--- src/rtl/dpb_pkg.sv ---
package dpb_pkg;
  localparam int BYTE_W = 8;
  typedef logic [BYTE_W-1:0] byte_t;
endpackage

--- src/rtl/dpb_ptr_slice.sv ---
module dpb_ptr_slice
  import dpb_pkg::*;
#(
  parameter int PTR_BYTES = 3,
  parameter int OFS_W     = 2,
  localparam int PTR_W    = PTR_BYTES * BYTE_W
) (
  input  logic             clk,
  input  logic             rst,
  input  logic             wr_en,
  input  logic [OFS_W-1:0] wr_ofs,
  input  byte_t            wr_data,
  input  logic             step_en,
  input  logic             step_down,
  output logic [PTR_W-1:0] q,
  output logic [PTR_W-1:0] q_nxt
);

  always_comb begin
    q_nxt = q;
    if (wr_en) begin
      for (int b = 0; b < PTR_BYTES; b++)
        if (wr_ofs == OFS_W'(b)) q_nxt[b*BYTE_W +: BYTE_W] = wr_data;
    end else if (step_en) begin
      q_nxt = step_down ? q - PTR_W'(1) : q + PTR_W'(1);
    end
  end

  always_ff @(posedge clk) begin
    if (rst) q <= '0;
    else     q <= q_nxt;
  end

  // one step up or down, wrapping across all bytes
  assert_step_up_R4: assert property (@(posedge clk) disable iff (rst)
    step_en && !wr_en && !step_down |=> q == $past(q) + PTR_W'(1));
  assert_step_down_R5: assert property (@(posedge clk) disable iff (rst)
    step_en && !wr_en && step_down |=> q == $past(q) - PTR_W'(1));
  assert_hold_R4: assert property (@(posedge clk) disable iff (rst)
    !step_en && !wr_en |=> $stable(q));

  for (genvar b = 0; b < PTR_BYTES; b++) begin : g_wchk
    assert_write_byte_R9: assert property (@(posedge clk) disable iff (rst)
      wr_en && wr_ofs == OFS_W'(b) |=> q[b*BYTE_W +: BYTE_W] == $past(wr_data));
  end

endmodule

--- src/rtl/dpb_ctrl.sv ---
module dpb_ctrl
  import dpb_pkg::*;
#(
  parameter int NUM_PTR = 4,
  parameter int SEL_W   = 2
) (
  input  logic               clk,
  input  logic               rst,
  input  logic               sel_wr,
  input  logic               dir_wr,
  input  logic               auto_wr,
  input  byte_t              wdata,
  input  logic               sel_toggle,
  output logic [SEL_W-1:0]   sel_q,
  output logic [SEL_W-1:0]   sel_nxt,
  output logic [NUM_PTR-1:0] dir_q,
  output logic [NUM_PTR-1:0] auto_q
);

  always_comb begin
    sel_nxt = sel_q;
    if (sel_wr)          sel_nxt = wdata[SEL_W-1:0];
    else if (sel_toggle) sel_nxt[0] = ~sel_q[0];
  end

  always_ff @(posedge clk) begin
    if (rst) begin
      sel_q  <= '0;
      dir_q  <= '0;
      auto_q <= '0;
    end else begin
      sel_q <= sel_nxt;
      if (dir_wr)  dir_q  <= wdata[NUM_PTR-1:0];
      if (auto_wr) auto_q <= wdata[NUM_PTR-1:0];
    end
  end

  // toggle stays inside the pointer pair
  assert_toggle_pair_R8: assert property (@(posedge clk) disable iff (rst)
    sel_toggle && !sel_wr |=> (sel_q ^ $past(sel_q)) == SEL_W'(1));
  assert_sel_write_R8: assert property (@(posedge clk) disable iff (rst)
    sel_wr |=> sel_q == $past(wdata[SEL_W-1:0]));

endmodule

--- src/rtl/addr_ptr_bank.sv ---
module addr_ptr_bank
  import dpb_pkg::*;
#(
  parameter int NUM_PTR   = 4,
  parameter int PTR_BYTES = 3,
  parameter int ADDR_W    = 5,
  localparam int PTR_W    = PTR_BYTES * BYTE_W
) (
  input  logic              clk,
  input  logic              rst,
  input  logic              reg_wr,
  input  logic [ADDR_W-1:0] reg_addr,
  input  byte_t             reg_wdata,
  output byte_t             reg_rdata,
  input  logic              inc_strobe,
  input  logic              access_done,
  input  logic              sel_toggle,
  output logic [PTR_W-1:0]  ptr_addr
);

  localparam int SEL_W     = (NUM_PTR > 1) ? $clog2(NUM_PTR) : 1;
  localparam int OFS_W     = $clog2(PTR_BYTES);
  localparam int IDX_W     = ADDR_W - OFS_W;
  localparam int STRIDE    = 1 << OFS_W;
  localparam int CTRL_BASE = NUM_PTR * STRIDE;
  localparam logic [ADDR_W-1:0] SEL_A  = ADDR_W'(CTRL_BASE);
  localparam logic [ADDR_W-1:0] DIR_A  = ADDR_W'(CTRL_BASE + 1);
  localparam logic [ADDR_W-1:0] AUTO_A = ADDR_W'(CTRL_BASE + 2);

  logic [NUM_PTR-1:0][PTR_W-1:0] ptr_q, ptr_n;
  logic [NUM_PTR-1:0]            wr_hit, step_en, dir_q, auto_q;
  logic [SEL_W-1:0]              sel_q, sel_nxt;
  logic [IDX_W-1:0]              a_idx;
  logic [OFS_W-1:0]              a_ofs;
  logic                          a_in_ptr, step_req;
  byte_t                         rd_d;

  assign a_idx    = reg_addr[ADDR_W-1:OFS_W];
  assign a_ofs    = reg_addr[OFS_W-1:0];
  assign a_in_ptr = (reg_addr < SEL_A) && ({1'b0, a_ofs} < (OFS_W+1)'(PTR_BYTES));
  assign step_req = inc_strobe | (access_done & auto_q[sel_q]);

  dpb_ctrl #(.NUM_PTR(NUM_PTR), .SEL_W(SEL_W)) u_ctrl (
    .clk        (clk),
    .rst        (rst),
    .sel_wr     (reg_wr && reg_addr == SEL_A),
    .dir_wr     (reg_wr && reg_addr == DIR_A),
    .auto_wr    (reg_wr && reg_addr == AUTO_A),
    .wdata      (reg_wdata),
    .sel_toggle (sel_toggle),
    .sel_q      (sel_q),
    .sel_nxt    (sel_nxt),
    .dir_q      (dir_q),
    .auto_q     (auto_q)
  );

  for (genvar i = 0; i < NUM_PTR; i++) begin : g_ptr
    assign wr_hit[i]  = reg_wr && a_in_ptr && (a_idx == IDX_W'(i));
    assign step_en[i] = step_req && (sel_q == SEL_W'(i)) && !wr_hit[i];

    dpb_ptr_slice #(.PTR_BYTES(PTR_BYTES), .OFS_W(OFS_W)) u_slice (
      .clk       (clk),
      .rst       (rst),
      .wr_en     (wr_hit[i]),
      .wr_ofs    (a_ofs),
      .wr_data   (reg_wdata),
      .step_en   (step_en[i]),
      .step_down (dir_q[i]),
      .q         (ptr_q[i]),
      .q_nxt     (ptr_n[i])
    );
  end

  always_comb begin
    rd_d = '0;
    if (a_in_ptr) begin
      for (int i = 0; i < NUM_PTR; i++)
        for (int b = 0; b < PTR_BYTES; b++)
          if (a_idx == IDX_W'(i) && a_ofs == OFS_W'(b))
            rd_d = ptr_q[i][b*BYTE_W +: BYTE_W];
    end else if (reg_addr == SEL_A) begin
      rd_d[SEL_W-1:0] = sel_q;
    end else if (reg_addr == DIR_A) begin
      rd_d[NUM_PTR-1:0] = dir_q;
    end else if (reg_addr == AUTO_A) begin
      rd_d[NUM_PTR-1:0] = auto_q;
    end
  end

  always_ff @(posedge clk) begin
    if (rst) begin
      ptr_addr  <= '0;
      reg_rdata <= '0;
    end else begin
      ptr_addr  <= ptr_n[sel_nxt];
      reg_rdata <= rd_d;
    end
  end

  // output tracks the selected pointer
  assert_out_tracks_R3: assert property (@(posedge clk) disable iff (rst)
    ptr_addr == ptr_q[sel_q]);
  // at most one pointer steps, and only once
  assert_single_step_R7: assert property (@(posedge clk) disable iff (rst)
    $onehot0(step_en));
  // completion strobe ignored when auto-step is off
  assert_quiet_done_R6: assert property (@(posedge clk) disable iff (rst)
    access_done && !inc_strobe && !auto_q[sel_q] && !reg_wr && !sel_toggle
    |=> $stable(ptr_addr));
  // write to the active pointer cancels its step
  assert_write_wins_R9: assert property (@(posedge clk) disable iff (rst)
    (wr_hit & step_en) == '0);

endmodule

--- config.mk ---
export PLATFORM = sky130hd
export DESIGN_NAME = addr_ptr_bank
export DESIGN_NICKNAME = d
export VERILOG_FILES = /design/src/rtl/dpb_pkg.sv /design/src/rtl/dpb_ptr_slice.sv /design/src/rtl/dpb_ctrl.sv /design/src/rtl/addr_ptr_bank.sv
export SDC_FILE = /design/constraint.sdc
export NUM_CORES = 1
export LEC_CHECK = 0
export ABC_AREA = 0
export ABC_CLOCK_PERIOD_IN_PS = 3400
export BUFFER_PORTS_ARGS = -buffer_cell sky130_fd_sc_hd__buf_4
export CORE_AREA = 2 2 128 155
export DETAILED_ROUTE_END_ITERATION = 12
export DIE_AREA = 0 0 130 157
export PLACE_DENSITY = 0.86
export SLEW_MARGIN = 40
export SYNTH_ARGS = -nofsm -noshare
export SYNTH_HDL_FRONTEND = slang
export SYNTH_SLANG_ARGS = --single-unit
--- constraint.sdc ---
create_clock -name clk -period 3.4 [get_ports clk]
set_input_delay 0.17 -clock clk [delete_from_list [all_inputs] [get_ports clk]]
set_output_delay 0.17 -clock clk [all_outputs]
set_load 0.02 [all_outputs]
==> results_dict.tcl <==
set metrics [dict create \
    layout-drive-gt1-share_pct 11.54 \
    min-delay-start "reg_addr[4]" \
    core_area_sq_um 18790 \
    ctsHtreeMaxLevel 4 \
    ctsHoldBuffers 0 \
    period_share_pct 99.65 \
    tritoncts.num_buffers 17 \
    yosysWarnings 0 \
    critical_path_max_stage_delay_ps 480 \
    crit_type "register to register" \
    placement_rows 55 \
    run_status "finished clean" \
    detail_route.iter0.violations 1755 \
    ys_seq_area_share_pct 24.83 \
    power_per_cell_area_nw_per_um2 352.2 \
    rsz0062_at_grt "yes" \
    start_kind "register" \
    cell_area_after_synthesis_sq_um 11120 \
    ys_dominant_reg_cell "sky130_fd_sc_hd__dfxtp_1" \
    synth.avg_cell_area_sq_um 7.758 \
    post-place-ws_ps 75.98 \
    proportion_of_synthesized_flip_flops_having_asynchronous_set_or_reset_pct 0 \
    residual_antenna_violating_net_count_after_detailed_routing 0 \
    wire_per_inst_um 24.24 \
    syn-num-nets 1545 \
    drv.max_cap_violation_count 0 \
    clock_latency_ps 440 \
    r2r-start "u_ctrl.dir_q[2]$_SDFFE_PP0P_" \
    die-height_um 157 \
    p_total_uw 4463 \
    count_of_port_buffers_added_during_placement 50 \
    cts_max_path_buffers 2 \
    hold-path-endpoint "reg_rdata[3]$_SDFF_PP0_" \
    worstHoldPathType "input port to register" \
    synthesis.instances 1434 \
    antenna_cells_inserted 0 \
    layout.nets 1606 \
    skew_ps 10.32 \
    max_clock_freq_ghz 0.2952 \
    worst_r2r_endpoint "ptr_addr[17]$_SDFF_PP0_" \
    global_placement_routability_congestion 1.133 \
    worst-r2r-cell-count 12 \
    slew_headroom_pct 47.00 \
    end_kind "register" \
    ys_seq_elements 138 \
    hold_ws_ps 116.9 \
    critical_path_required_ps 3690 \
    fill_cells 1607 \
    ctsRootBufferMaster "sky130_fd_sc_hd__clkbuf_16" \
    cpMaxStageDelayCell "sky130_fd_sc_hd__o21ai_0" \
    via_total_after_detailed_routing 12390 \
    hpwlAfterDp_um 31980 \
    slew_worst_pin_ps 789.7 \
    start_util_pct 59.21 \
    worst_ep_arrival_time_ps 3680 \
    regToRegSetupSlack_ps 10 \
    die_width_um 130 \
    drtPass1Iterations 6 \
    totalNegativeSetupSlack_ps 0 \
    cpMostUsedCell "sky130_fd_sc_hd__a21oi_1" \
    vdd_drop_max_mv 0.3780 \
    vias_per_cell 7.022 \
    fin_crit_ps 3388 \
    hold_depth 3 \
    antenna_found_initial 0 \
    power_leakage_uw 0.005381 \
    critPathMaxFanout 11 \
    routed_wirelength_um 42760 \
    drc_errors 0 \
    clock_tree_from_tritoncts "built" \
    pin_count 51 \
    tot_gr_track_use_pct 42.22 \
    synth_edf_count 0 \
    timing.final.hold_violations 0 \
    grt_first_pass_wirelength_um 65460 \
    floorplan.die_area_sq_um 20410 \
    global_route.overflow_total 0 \
    synth_cell_type_count 81 \
    timing.critical_path.cells "buf_4 -> ha_1 -> a21o_1 -> a21oi_1 -> a31oi_1 -> o21ai_1 -> nand2_1 -> xor2_1 -> o21ai_0 -> mux2i_1 -> a21oi_1 -> o22ai_1" \
    drv_slew 0 \
    clock-sinks 138 \
    grt_start_max_net_pins 57 \
    clkTransAtPathRegs_ps 70 \
    layout_setup_ws_ps 11.99 \
    grt_pass1_vias 11640 \
    layout-area-overhead-vs-synth_pct 13.89 \
    final-setup-viol-count 0 \
]
==> what timing repair did <==
| action | CTS | global route |
|---|---|---|
| setup endpoints to repair | 0 | 7 |
| resized for setup | 0 | 11 |
| setup buffers | 0 | 0 |
==> registers in the layout, summed over array words and instances, names as in the netlist <==
signal,flops
g_ptr.u_slice.q,96
ptr_addr,24
reg_rdata,8
u_ctrl.auto_q,4
u_ctrl.dir_q,4
u_ctrl.sel_q,2
==> where the power goes <==
group,internal [uW],total (uW),switching [uW]
combinational,267,782,514
clock,1120,1930,809
sequential,1690,1760,68.5
==> stage by stage <==
stage | utilization [%] | cell area [sq um] | std cells
after floorplan | - | 11120 | 1434
after global placement | 63.96 | 12020 | 1732
after detailed placement | 63.98 | 12020 | 1732
after CTS | 67.19 | 12620 | 1764
after global routing | 67.44 | 12670 | 1764
final | 67.44 | 12670 | 1764
==> cell families (layout without fill, tap and decap cells) <==
| logic type | Yosys count | count (layout) | share of synthesized area (%) |
|---|---|---|---|
| adder cells (fa/ha/maj) | 92 | 92 | 10.62 |
| XOR/XNOR | 63 | 63 | 4.960 |
| flip-flops | 138 | 138 | 24.83 |
| buffers and inverters | 101 | 175 | 3.532 |
| AND/OR/NAND/NOR | 501 | 501 | 21.09 |
| AO/OA/AOI/OAI | 504 | 504 | 31.28 |
| multiplexers | 35 | 35 | 3.689 |
==> synth_stat cells (4+ instances only) <==
master / instances / area [sq um]
sky130_fd_sc_hd__a211o_1: 5 / 43.79
sky130_fd_sc_hd__a211oi_1: 28 / 210.2
sky130_fd_sc_hd__a21o_1: 32 / 240.2
sky130_fd_sc_hd__a21oi_1: 109 / 545.5
sky130_fd_sc_hd__a221oi_1: 20 / 175.2
sky130_fd_sc_hd__a22o_1: 13 / 113.9
sky130_fd_sc_hd__a22oi_1: 17 / 127.6
sky130_fd_sc_hd__a311oi_1: 7 / 61.31
sky130_fd_sc_hd__a31oi_1: 12 / 75.07
sky130_fd_sc_hd__and2_1: 20 / 125.1
sky130_fd_sc_hd__and3_1: 17 / 106.4
sky130_fd_sc_hd__buf_2: 5 / 25.02
sky130_fd_sc_hd__clkbuf_1: 55 / 206.5
sky130_fd_sc_hd__dfxtp_1: 138 / 2763
sky130_fd_sc_hd__fa_1: 4 / 80.08
sky130_fd_sc_hd__ha_1: 88 / 1101
sky130_fd_sc_hd__inv_1: 38 / 142.6
sky130_fd_sc_hd__mux2i_1: 25 / 250.2
sky130_fd_sc_hd__mux4_2: 4 / 90.09
sky130_fd_sc_hd__nand2_1: 121 / 454.2
sky130_fd_sc_hd__nand2b_1: 27 / 168.9
sky130_fd_sc_hd__nand3_1: 31 / 155.2
sky130_fd_sc_hd__nand3b_1: 5 / 37.54
sky130_fd_sc_hd__nand4_1: 9 / 56.30
sky130_fd_sc_hd__nor2_1: 166 / 623.1
sky130_fd_sc_hd__nor2b_1: 14 / 87.58
sky130_fd_sc_hd__nor3_1: 54 / 270.3
sky130_fd_sc_hd__nor3b_1: 5 / 37.54
sky130_fd_sc_hd__nor4_1: 7 / 43.79
sky130_fd_sc_hd__o2111ai_1: 5 / 43.79
sky130_fd_sc_hd__o211ai_1: 20 / 150.1
sky130_fd_sc_hd__o21a_1: 13 / 97.59
sky130_fd_sc_hd__o21ai_0: 58 / 290.3
sky130_fd_sc_hd__o21ai_1: 31 / 155.2
sky130_fd_sc_hd__o21bai_1: 10 / 75.07
sky130_fd_sc_hd__o221ai_1: 37 / 324.1
sky130_fd_sc_hd__o22a_1: 10 / 87.58
sky130_fd_sc_hd__o22ai_1: 29 / 181.4
sky130_fd_sc_hd__o31ai_1: 7 / 52.55
sky130_fd_sc_hd__or3_1: 10 / 62.56
sky130_fd_sc_hd__xnor2_1: 46 / 402.9
sky130_fd_sc_hd__xor2_1: 17 / 148.9
==> worst max-delay path: cells and delay by family, from the launching register on <==
family	cells	cell delay, ps
adders and majority gates	1	360
buffers and inverters	1	190
AOI/OAI and AO/OA	7	1780
xor gates and xnor gates	1	170
and+or+nand+nor	1	110
DFF	1	310
muxes	1	320
==> layer usage <==
metal  track usage, %  up-vias  part of all wire [%]
met4            30.67        0                   9.2
met1            51.34     5612                    36
met3            12.95      267                    12
li1                 -     5543                     -
met2            62.63      965                    42
met5                0        -                     0
==> cell type report <==
cell class | count | area (sq um) | share of cell area [%]
multi-input combinational | 1195 | 8038 | 63.44
sequential | 138 | 2765 | 21.82
timing repair buffer | 105 | 800.8 | 6.320
clock buffer | 18 | 439.2 | 3.466
tap | 256 | 320.3 | 2.528
clock inverter | 14 | 163.9 | 1.294
inverter | 38 | 142.6 | 1.126
==> how the worst max path moves through the flow <==
| stage | cells past startpoint | to | from |
|---|---|---|---|
| after global routing | 13 | ptr_addr[16]$_SDFF_PP0_ | u_ctrl.dir_q[0]$_SDFFE_PP0P_ |
| after floorplan | 12 | ptr_addr[16]$_SDFF_PP0_ | u_ctrl.dir_q[2]$_SDFFE_PP0P_ |
| final | 12 | ptr_addr[17]$_SDFF_PP0_ | u_ctrl.dir_q[2]$_SDFFE_PP0P_ |
| after global placement | 13 | ptr_addr[22]$_SDFF_PP0_ | u_ctrl.dir_q[2]$_SDFFE_PP0P_ |
| after detailed placement | 13 | ptr_addr[22]$_SDFF_PP0_ | u_ctrl.dir_q[2]$_SDFFE_PP0P_ |
| after CTS | 13 | ptr_addr[22]$_SDFF_PP0_ | u_ctrl.dir_q[2]$_SDFFE_PP0P_ |
==> cells in the final DEF (no fill, tap or decap), types with 17 or more instances in the layout <==
master | synthesis | layout
sky130_fd_sc_hd__nor2_1 | 166 | 166
sky130_fd_sc_hd__dfxtp_1 | 138 | 136
sky130_fd_sc_hd__nand2_1 | 121 | 121
sky130_fd_sc_hd__a21oi_1 | 109 | 108
sky130_fd_sc_hd__buf_4 | 2 | 104
sky130_fd_sc_hd__ha_1 | 88 | 88
sky130_fd_sc_hd__o21ai_0 | 58 | 58
sky130_fd_sc_hd__nor3_1 | 54 | 53
sky130_fd_sc_hd__xnor2_1 | 46 | 46
sky130_fd_sc_hd__inv_1 | 38 | 38
sky130_fd_sc_hd__o221ai_1 | 37 | 36
sky130_fd_sc_hd__a21o_1 | 32 | 32
sky130_fd_sc_hd__o21ai_1 | 31 | 31
sky130_fd_sc_hd__nand3_1 | 31 | 31
sky130_fd_sc_hd__o22ai_1 | 29 | 29
sky130_fd_sc_hd__nand2b_1 | 27 | 27
sky130_fd_sc_hd__a211oi_1 | 28 | 27
sky130_fd_sc_hd__mux2i_1 | 25 | 24
sky130_fd_sc_hd__and2_1 | 20 | 20
sky130_fd_sc_hd__o211ai_1 | 20 | 20
sky130_fd_sc_hd__a221oi_1 | 20 | 19
sky130_fd_sc_hd__xor2_1 | 17 | 17
sky130_fd_sc_hd__and3_1 | 17 | 17
sky130_fd_sc_hd__a22oi_1 | 17 | 17
sky130_fd_sc_hd__clkbuf_16 | 0 | 17
(Power assumes the default switching activity.)
